### src/rtl/dtg_pkg.sv
package dtg_pkg;
  localparam int unsigned REG_W  = 32;
  localparam int unsigned FLD_W  = 16;
  localparam int unsigned BUS_AW = 12;

  localparam logic [BUS_AW-1:0] A_CTRL = 12'h000;
  localparam logic [BUS_AW-1:0] A_STAT = 12'h004;
  localparam logic [BUS_AW-1:0] A_TOT  = 12'h010;
  localparam logic [BUS_AW-1:0] A_HSY  = 12'h014;
  localparam logic [BUS_AW-1:0] A_VSY  = 12'h018;
  localparam logic [BUS_AW-1:0] A_BLK  = 12'h01C;
  localparam logic [BUS_AW-1:0] A_BASE = 12'h040;
  localparam logic [BUS_AW-1:0] A_STRD = 12'h050;
  localparam logic [BUS_AW-1:0] A_GO   = 12'h084;
  localparam logic [BUS_AW-1:0] A_ID   = 12'h3FC;

  localparam int unsigned CB_EN   = 1;
  localparam int unsigned CB_WIDE = 2;
  localparam int unsigned CB_VPOL = 3;
  localparam int unsigned CB_HPOL = 4;

  typedef struct packed {
    logic [REG_W-1:0] tot;
    logic [REG_W-1:0] hsy;
    logic [REG_W-1:0] vsy;
    logic [REG_W-1:0] blk;
    logic [REG_W-1:0] base;
    logic [REG_W-1:0] strd;
  } geom_t;
endpackage

### src/rtl/dtg_regs.sv
module dtg_regs
  import dtg_pkg::*;
#(
  parameter logic [REG_W-1:0] ID_VALUE = 32'h4454_0100
) (
  input  logic              clk,
  input  logic              rst_n,
  input  logic              bus_wr,
  input  logic [BUS_AW-1:0] bus_addr,
  input  logic [REG_W-1:0]  bus_wdata,
  input  logic              load,
  output logic [REG_W-1:0]  bus_rdata,
  output logic              en,
  output logic              hpol,
  output logic              vpol,
  output logic              pend,
  output geom_t             work,
  output logic              work_wide
);
  logic [CB_HPOL:CB_EN] ctrl_q, ctrl_n;
  geom_t prog_q, prog_n, work_q, work_n;
  logic  wide_q, wide_n;
  logic  pend_q, pend_n;
  logic  go_wr;

  assign go_wr = bus_wr && (bus_addr == A_GO) && bus_wdata[0];

  always_comb begin
    ctrl_n = ctrl_q;
    prog_n = prog_q;
    if (bus_wr) begin
      case (bus_addr)
        A_CTRL: ctrl_n = bus_wdata[CB_HPOL:CB_EN];
        A_TOT:  prog_n.tot  = bus_wdata;
        A_HSY:  prog_n.hsy  = bus_wdata;
        A_VSY:  prog_n.vsy  = bus_wdata;
        A_BLK:  prog_n.blk  = bus_wdata;
        A_BASE: prog_n.base = bus_wdata;
        A_STRD: prog_n.strd = bus_wdata;
        default: ;
      endcase
    end
    work_n = load ? prog_q : work_q;
    wide_n = load ? ctrl_q[CB_WIDE] : wide_q;
    if (go_wr)     pend_n = 1'b1;
    else if (load) pend_n = 1'b0;
    else           pend_n = pend_q;
  end

  always_ff @(posedge clk or negedge rst_n) begin
    if (!rst_n) begin
      ctrl_q <= '0;
      prog_q <= '0;
      work_q <= '0;
      wide_q <= 1'b0;
      pend_q <= 1'b0;
    end else begin
      ctrl_q <= ctrl_n;
      prog_q <= prog_n;
      work_q <= work_n;
      wide_q <= wide_n;
      pend_q <= pend_n;
    end
  end

  always_comb begin
    bus_rdata = '0;
    case (bus_addr)
      A_CTRL: bus_rdata[CB_HPOL:CB_EN] = ctrl_q;
      A_STAT: bus_rdata[1] = ctrl_q[CB_EN];
      A_TOT:  bus_rdata = prog_q.tot;
      A_HSY:  bus_rdata = prog_q.hsy;
      A_VSY:  bus_rdata = prog_q.vsy;
      A_BLK:  bus_rdata = prog_q.blk;
      A_BASE: bus_rdata = prog_q.base;
      A_STRD: bus_rdata = prog_q.strd;
      A_ID:   bus_rdata = ID_VALUE;
      default: ;
    endcase
  end

  assign en        = ctrl_q[CB_EN];
  assign hpol      = ctrl_q[CB_HPOL];
  assign vpol      = ctrl_q[CB_VPOL];
  assign pend      = pend_q;
  assign work      = work_q;
  assign work_wide = wide_q;


  shadow_hold_chk: assert property (@(posedge clk) disable iff (!rst_n)
    !load |=> ($stable(work_q) && $stable(wide_q)));
endmodule

### src/rtl/dtg_raster.sv
module dtg_raster
  import dtg_pkg::*;
(
  input  logic             clk,
  input  logic             rst_n,
  input  logic             en,
  input  logic             hpol,
  input  logic             vpol,
  input  geom_t            work,
  output logic [FLD_W-1:0] x_pos,
  output logic [FLD_W-1:0] y_pos,
  output logic [FLD_W-1:0] act_w,
  output logic             de,
  output logic             hsync,
  output logic             vsync,
  output logic             frame_end
);
  localparam int unsigned EW = FLD_W + 1;

  logic [FLD_W-1:0] x_q, x_n, y_q, y_n;
  logic [FLD_W-1:0] htot, vtot, act_h;
  logic [EW-1:0]    hs_beg, hs_end, vs_beg, vs_end;
  logic             line_end, hs_on, vs_on;

  assign htot  = work.tot[2*FLD_W-1:FLD_W];
  assign vtot  = work.tot[FLD_W-1:0];
  assign act_w = htot - work.blk[2*FLD_W-1:FLD_W];
  assign act_h = vtot - work.blk[FLD_W-1:0];

  assign line_end  = (x_q == htot);
  assign frame_end = line_end && (y_q == vtot);

  always_comb begin
    x_n = x_q;
    y_n = y_q;
    if (!en) begin
      x_n = '0;
      y_n = '0;
    end else if (line_end) begin
      x_n = '0;
      y_n = (y_q == vtot) ? '0 : y_q + 1'b1;
    end else begin
      x_n = x_q + 1'b1;
    end
  end

  always_ff @(posedge clk or negedge rst_n) begin
    if (!rst_n) begin
      x_q <= '0;
      y_q <= '0;
    end else begin
      x_q <= x_n;
      y_q <= y_n;
    end
  end

  assign hs_beg = {1'b0, act_w} + {1'b0, work.hsy[2*FLD_W-1:FLD_W]} + EW'(1);
  assign hs_end = {1'b0, act_w} + {1'b0, work.hsy[FLD_W-1:0]} + EW'(1);
  assign vs_beg = {1'b0, act_h} + {1'b0, work.vsy[2*FLD_W-1:FLD_W]} + EW'(1);
  assign vs_end = {1'b0, act_h} + {1'b0, work.vsy[FLD_W-1:0]} + EW'(1);

  assign hs_on = en && ({1'b0, x_q} >= hs_beg) && ({1'b0, x_q} < hs_end);
  assign vs_on = en && ({1'b0, y_q} >= vs_beg) && ({1'b0, y_q} < vs_end);

  assign hsync = hpol ? hs_on : ~hs_on;
  assign vsync = vpol ? vs_on : ~vs_on;
  assign de    = en && (x_q < act_w) && (y_q < act_h);
  assign x_pos = x_q;
  assign y_pos = y_q;


  x_bound_chk: assert property (@(posedge clk) disable iff (!rst_n)
    x_q <= htot);

  line_step_chk: assert property (@(posedge clk) disable iff (!rst_n)
    (en && line_end && (y_q != vtot)) |=> (y_q == $past(y_q) + 1'b1));

  idle_origin_chk: assert property (@(posedge clk) disable iff (!rst_n)
    !en |=> (x_q == '0 && y_q == '0));

  idle_level_chk: assert property (@(posedge clk) disable iff (!rst_n)
    !en |-> (!de && hsync == !hpol && vsync == !vpol));
endmodule

### src/rtl/dtg_addr.sv
module dtg_addr
  import dtg_pkg::*;
(
  input  logic             clk,
  input  logic             rst_n,
  input  logic [FLD_W-1:0] x_pos,
  input  logic [FLD_W-1:0] y_pos,
  input  logic [FLD_W-1:0] act_w,
  input  logic             de,
  input  geom_t            work,
  input  logic             work_wide,
  output logic [REG_W-1:0] pix_addr
);
  logic [1:0]       shamt;
  logic [REG_W-1:0] step, line_bytes, row_off, col_off;

  assign shamt      = work_wide ? 2'd2 : 2'd1;
  assign step       = REG_W'(1) << shamt;
  assign line_bytes = (work.strd == '0) ? (REG_W'(act_w) << shamt) : work.strd;
  assign row_off    = REG_W'(y_pos) * line_bytes;
  assign col_off    = REG_W'(x_pos) << shamt;
  assign pix_addr   = de ? (work.base + row_off + col_off) : '0;


  pix_step_chk: assert property (@(posedge clk) disable iff (!rst_n)
    (de && $past(de) && x_pos == $past(x_pos) + 1'b1 && y_pos == $past(y_pos))
    |-> (pix_addr == $past(pix_addr) + step));
endmodule

### src/rtl/disp_timing_gen.sv
module disp_timing_gen
  import dtg_pkg::*;
#(
  parameter logic [31:0] ID_VALUE = 32'h4454_0100
) (
  input  logic        clk,
  input  logic        rst_n,
  input  logic        bus_wr,
  input  logic [11:0] bus_addr,
  input  logic [31:0] bus_wdata,
  output logic [31:0] bus_rdata,
  output logic [15:0] x_pos,
  output logic [15:0] y_pos,
  output logic        hsync,
  output logic        vsync,
  output logic        de,
  output logic [31:0] pix_addr
);
  logic             en, hpol, vpol, pend, load, frame_end, work_wide;
  logic [FLD_W-1:0] act_w;
  geom_t            work;

  assign load = pend && (!en || frame_end);

  dtg_regs #(.ID_VALUE(ID_VALUE)) regs_i (
    .clk(clk), .rst_n(rst_n), .bus_wr(bus_wr), .bus_addr(bus_addr),
    .bus_wdata(bus_wdata), .load(load), .bus_rdata(bus_rdata), .en(en),
    .hpol(hpol), .vpol(vpol), .pend(pend), .work(work), .work_wide(work_wide)
  );

  dtg_raster raster_i (
    .clk(clk), .rst_n(rst_n), .en(en), .hpol(hpol), .vpol(vpol), .work(work),
    .x_pos(x_pos), .y_pos(y_pos), .act_w(act_w), .de(de), .hsync(hsync),
    .vsync(vsync), .frame_end(frame_end)
  );

  dtg_addr addr_i (
    .clk(clk), .rst_n(rst_n), .x_pos(x_pos), .y_pos(y_pos), .act_w(act_w),
    .de(de), .work(work), .work_wide(work_wide), .pix_addr(pix_addr)
  );
endmodule

### config.mk
export PLATFORM = sky130hd
export DESIGN_NAME = disp_timing_gen
export DESIGN_NICKNAME = d
export VERILOG_FILES = /design/src/rtl/dtg_pkg.sv /design/src/rtl/dtg_regs.sv /design/src/rtl/dtg_raster.sv /design/src/rtl/dtg_addr.sv /design/src/rtl/disp_timing_gen.sv
export SDC_FILE = /design/constraint.sdc
export NUM_CORES = 2
export LEC_CHECK = 0
export CAP_MARGIN = 20
export CORE_MARGIN = 2
export CORE_UTILIZATION = 30
export CTS_CLUSTER_SIZE = 25
export DETAILED_ROUTE_END_ITERATION = 10
export DONT_BUFFER_PORTS = 1
export GPL_TIMING_DRIVEN = 0
export HOLD_SLACK_MARGIN = 0.15
export PLACE_DENSITY = 0.55
export SLEW_MARGIN = 20
export SYNTH_ARGS = -nofsm -noshare
export SYNTH_HDL_FRONTEND = slang
export SYNTH_HIERARCHICAL = 1
export SYNTH_SLANG_ARGS = --single-unit
### constraint.sdc
create_clock -name clk -period 12.4 [get_ports clk]
set_clock_uncertainty 0.15 [all_clocks]
set_input_delay 1.86 -clock clk [delete_from_list [all_inputs] [get_ports clk]]
set_output_delay 1.86 -clock clk [all_outputs]
set_load 0.03 [all_outputs]
## Word-level counts from Yosys, hierarchy flattened

Index checks and enable logic that the tools add are counted.

| operators by class | value |
|---|---|
| add/sub/neg operators | 14 |
| multiply operators | 1 |
| $lt $le $gt $ge | 6 |
| equality and inequality tests | 12 |
| shift operators | 2 |
| mux-type cells | 16 |
| bitwise gates (word level) | 2 |
| reductions and logical operators | 23 |

Operator list:

| kind | number |
|---|---|
| 27-bit case mux with 7 select lines | 1 |
| 16-bit two-way mux | 5 |
| 16-bit by 16-bit adder with 17-bit output | 4 |
| 17-bit by 1-bit adder with 17-bit output, second input constant | 4 |
| 32-bit adder | 2 |
| 32-bit two-way mux | 2 |
| 16-bit by 2-bit left shift with 32-bit output | 2 |
| 12-bit by 5-bit == test with 1-bit output, second input constant | 4 |
| 16-bit by 17-bit greater-or-equal comparator with 1-bit output | 2 |
| 16-bit by 17-bit < comparator with 1-bit output | 2 |
| 16-bit by 1-bit adder with 16-bit output, second input constant | 2 |
| 16-bit == test | 2 |
| 32-bit logical NOT | 1 |
| 16-bit < comparator | 2 |
| 16-bit by 32-bit multiplier with 32-bit output | 1 |
| 16-bit subtractor | 2 |
| 12-bit by 7-bit == test with 1-bit output, second input constant | 2 |
| 3-bit case mux with 7 select lines | 1 |
| 2-bit AND reduction | 7 |
| 12-bit by 10-bit == test with 1-bit output, second input constant | 1 |
| 12-bit by 3-bit == test with 1-bit output, second input constant | 1 |
| 12-bit by 8-bit == test with 1-bit output, second input constant | 1 |
| 12-bit logical NOT | 1 |
| 1-bit logical AND | 10 |
| 10 further kinds | 14 |

| word-level totals | value |
|---|---|
| register bits after elaboration | 422 |
| logic and storage cells | 93 |

## Logic depth before layout (Yosys ltp)

| logic depth | value |
|---|---|
| depth in word-level cells | 8 |
| depth in mapped cells | 37 |

## Cells and area by module

Netlist, hierarchy kept.

By module, submodules not included:

| module | instances | cells each | area each (um^2) | sequential area each (um^2) |
|---|---|---|---|---|
| dtg_regs | 1 | 1069 | 16188.0 | 9759.4 |
| dtg_addr | 1 | 1616 | 13880.8 | 0.0 |
| dtg_raster | 1 | 1027 | 8165.3 | 800.8 |
| disp_timing_gen | 1 | 2 | 11.3 | 0.0 |

## Worst setup path before layout

No wires, ideal clock.

| timing | value |
|---|---|
| path kind | reg2out |
| start | register regs_i.work_q, in the netlist regs_i/work[176] |
| end | output pix_addr[29] |
| arrival | 8326 ps |
| required time | 10390 ps |
| setup slack | 2064 ps |
| cell stages (with the launch flop) | 37 |
| path buffers | 1 |
| cell sequence | dfrtp_1 -> inv_1 -> ha_1 -> inv_1 -> fa_1 -> a21o_1 -> a21oi_1 -> o21ba_2 -> o21ai_0 -> nand4_1 -> nand3b_1 -> a21o_1 -> xor2_1 -> mux2i_1 -> o31ai_4 -> clkbuf_1 -> nand2_1 -> fa_1 -> inv_1 -> fa_1 -> inv_1 -> fa_1 -> inv_1 -> fa_1 -> fa_1 -> inv_1 -> fa_1 -> inv_1 -> ha_1 -> nand3_1 -> a21boi_0 -> o21ai_0 -> and2_1 -> o21ai_1 -> a21oi_1 -> a21boi_0 -> mux2i_1 |

| between the ends | value |
|---|---|
| word-level cells in the longest chain between the ends | 7 |
| elaborated cells on any way between the ends | 10 |

Ends and longest elaborated chain:

| element | line | text |
|---|---|---|
| start, declared | dtg_regs.sv:21 | `geom_t prog_q, prog_n, work_q, work_n;` |
| start signal, assigned | dtg_regs.sv:60 | `work_q <= work_n;` |
| 16-bit subtractor (*) | dtg_raster.sv:27 | `assign act_w = htot - work.blk[2*FLD_W-1:FLD_W];` |
| named net act_w[14] | disp_timing_gen.sv:20 | `logic [FLD_W-1:0] act_w;` |
| 16-bit by 2-bit left shift with 32-bit output | dtg_addr.sv:19 | `assign line_bytes = (work.strd == '0) ? (REG_W'(act_w) << shamt) : work.strd;` |
| 32-bit two-way mux | dtg_addr.sv:19 |  |
| 16-bit by 32-bit multiplier with 32-bit output | dtg_addr.sv:20 | `assign row_off = REG_W'(y_pos) * line_bytes;` |
| 32-bit adder (2 in series) | dtg_addr.sv:22 | `assign pix_addr = de ? (work.base + row_off + col_off) : '0;` |
| 32-bit two-way mux (*) | dtg_addr.sv:22 |  |
| end, declared | disp_timing_gen.sv:17 | `output logic [31:0] pix_addr` |

The timed path passes the listed nets; every way through them passes the cells marked *.

## Final worst setup path

Same ends and word-level chain as after synthesis.

==> reports/metrics.cfg <==
[detailed_routing]
avgViaCountPerCell = 5.11
wl_um = 134000
vias = 28000
first_iter_violations = 2274
wl_per_cell_um = 24.5
first_pass_iters = 6
antenna_left = 0
route.detailed.drc = 0

[logic_synthesis]
synth.area.mux_share_pct = 13.7
synth-async-reset-ratio_pct = 100
synthAdderAreaFrac_pct = 27.5
syn_avg_cell_area_um2 = 10.3
synthSimpleGateAreaFrac_pct = 11.6
synth_area_um2 = 38200
synth_xor_area_share_pct = 4.32
synth_top_family_by_area = adder cells
synthCells = 3714
synthTopCellsByCount = inv_1, dfrtp_1, mux2_2
synth_edf_count = 0
synth_top_area_share_pct = 27.6
synth_cell_types = 96
ys_warn_count = 6
synthTopCellsByArea = dfrtp_1, fa_1, mux2_2, ha_1, inv_1
ys.flop_type = dfrtp_1
yosysTopAreaCell = dfrtp_1
ys_seq_elements = 422
synth-seq-area-share_pct = 27.6
synth_most_common_cell = inv_1
synth-compound-area-share_pct = 7.96
syn_nets = 4388

[sta]
fin_crit_ns = 11.89
tightest_slew_ns = 1.41
finalSetupViolCount = 0
fin_crit_sh_pct = 95.9
rsz0062_at_grt = false
maxSlewHeadroom_pct = 6.26
setup_tns_ns = 0
fmax_mhz = 84.1
holdWs_ns = 0.356
slew_viol_final = 0
hold_viol = 0

[layout]
drive_gt1_share_pct = 15.8
final_area_um2 = 42100
area_growth_pct = 10.1
nets = 4442

[pwr]
total_power_mw = 2.83
power.density_nw_per_um2 = 67.2
ir_drop_mv = 0.0824
p_leak_nw = 20.5

[clock_network]
path_clk_slew_ns = 0.06
cts_tree = built
htreeDepth = 2
clk_latency_ns = 0.60
cts_hold_buf = 0
cts_buffers = 45
root_buffer = clkbuf_16
cts.path.max_buffers = 3
cts_sinks = 422

[critical_path]
critPathMaxFanout = 10
start_kind = flop
crit_type = flop to primary output
cpMaxStageDelayCell = fa_1
arrival_ns = 9.88
worstPathRequired_ns = 10.39
end_kind = primary output
critPathMaxStageDelay_ns = 0.57

[placement]
port_buffers = 0
globalplace.congestion = 0.922
dp_hpwl_um = 107000
place_area_um2 = 40400

[floorplanning]
core-area_um2 = 127000
std_cell_rows = 131
initial_core_util_pct = 30.1
die_w_um = 361
dieArea_um2 = 130000
pin_count = 146
dieHeight_um = 361

[worst_hold_path]
hold_path.class = flop to flop

[global_routing]
grt_pass1_wl_um = 196000
grt_util_all_layers_pct = 20.4
grt_max_degree = 423
grt_pass1_vias = 28600
overflow = 0
antenna_found_initial = 9

[job]
maxCapViolations = 0

[run_status]
status = completed

[cells in the final DEF (no fill, tap or decap), types with 8 or more instances in the layout]
master	count
clkbuf_16	46
and3_1	40
nor2b_1	30
a22oi_1	18
nor4_1	14
nand2_1	331
a211oi_1	8
ha_1	269
nor2_1	96
nand3_1	40
nor3_1	18
xnor2_1	106
mux2i_1	58
clkbuf_8	13
and2_1	177
o21bai_1	9
dfrtp_1	412
a21oi_1	103
o21ai_0	105
mux4_2	10
inv_1	552
buf_2	34
fa_1	358
o31ai_1	9
buf_6	14
nand2b_1	38
nand4_1	30
clkbuf_1	94
a21o_1	36
o21a_1	20
xor2_1	74
o221ai_1	14
buf_4	10
or3_1	10
o211ai_1	13
o21ai_1	18
dfrtp_2	10
mux2_2	386
[layout make-up]
| cell class | instances | area [um2] |
|---|---|---|
| Multi-Input combinational cell | 2593 | 25100 |
| Clock inverter | 15 | 165 |
| Fill cell | 13000 | 84900 |
| Timing Repair Buffer | 7 | 96.3 |
| Inverter | 553 | 2080 |
| Clock buffer | 67 | 1360 |
| Buffer | 146 | 714 |
| Tap cell | 1662 | 2080 |
| Antenna cell | 2 | 5.00 |
| Sequential cell | 422 | 10600 |
[logic make-up (layout without fill, tap and decap cells)]
family,after synthesis,in the layout
buf+inv,699,788
xor+xnor,186,186
mux,461,461
compound gates,454,454
other cells,2,4
simple gates,863,863
fa+ha+maj,627,627
flops,422,422
[worst max-delay path, delay by kind of cell (launching register included)]
family                   cells  cell delay (ns)
AO/OA/AOI/OAI               11             2.33
multiplexers                 2             0.66
XOR/XNOR                     1             0.32
adder cells (fa/ha/maj)      9             4.04
AND/OR/NAND/NOR              5             0.66
flip-flops                   1             0.45
buffers and inverters        8             0.75
[power by group]
group	switching, mW	internal (mW)
clock network	0.600	0.806
logic	0.0264	0.0130
registers	0.00384	1.38
[state kept, by name (all words and copies together) (netlist names)]
register / flops
regs_i/work: 192
raster_i/x_pos: 16
regs_i/prog_q: 192
regs_i/work_wide: 1
regs_i/ctrl_q: 4
raster_i/y_pos: 16
regs_i/pend: 1
[through the flow]
step	utilization, %	cells	setup slack (ns)
detailed placement	31.8	5381	0.162
floorplan	-	3714	2.06
finish	33.2	5467	0.514
CTS	33.1	5463	0.0470
global route	33.2	5465	0.00202
global placement	31.7	5376	0.230
[final timing paths]
| kind | depth (start not counted) | slack, ns | to | start |
|---|---|---|---|---|
| max | 36 | 0.51 | pix_addr[29] | regs_i/work[176] |
| min | 1 | 0.36 | regs_i/work[67] | regs_i/work[67] |
| max reg2reg | 11 | 7.58 | regs_i/work[68] | raster_i/y_pos[0] |
| min reg2reg | 1 | 0.36 | regs_i/work[67] | regs_i/work[67] |
| max in group asynchronous | 0 | 10.05 | raster_i/y_pos[6] | rst_n |
| min in group asynchronous | 0 | 0.83 | regs_i/work[145] | rst_n |
[routing by layer]
metal  wire length, um  GRT usage [%]  part of all wire [%]
met4              5710           7.89                   4.3
met5                46              0                 0.034
met1             58000           27.0                    43
met3              9080           3.93                   6.8
met2             60900           32.9                    46
[what timing repair did]
| item | in CTS | in global routing |
|---|---|---|
| endpoints found under the setup margin | 6 | 11 |
| setup buffers | 0 | 2 |
| gates resized for setup | 10 | 15 |
| pin swaps | 0 | 0 |
Note: power is estimated with default switching activity, not from simulation.
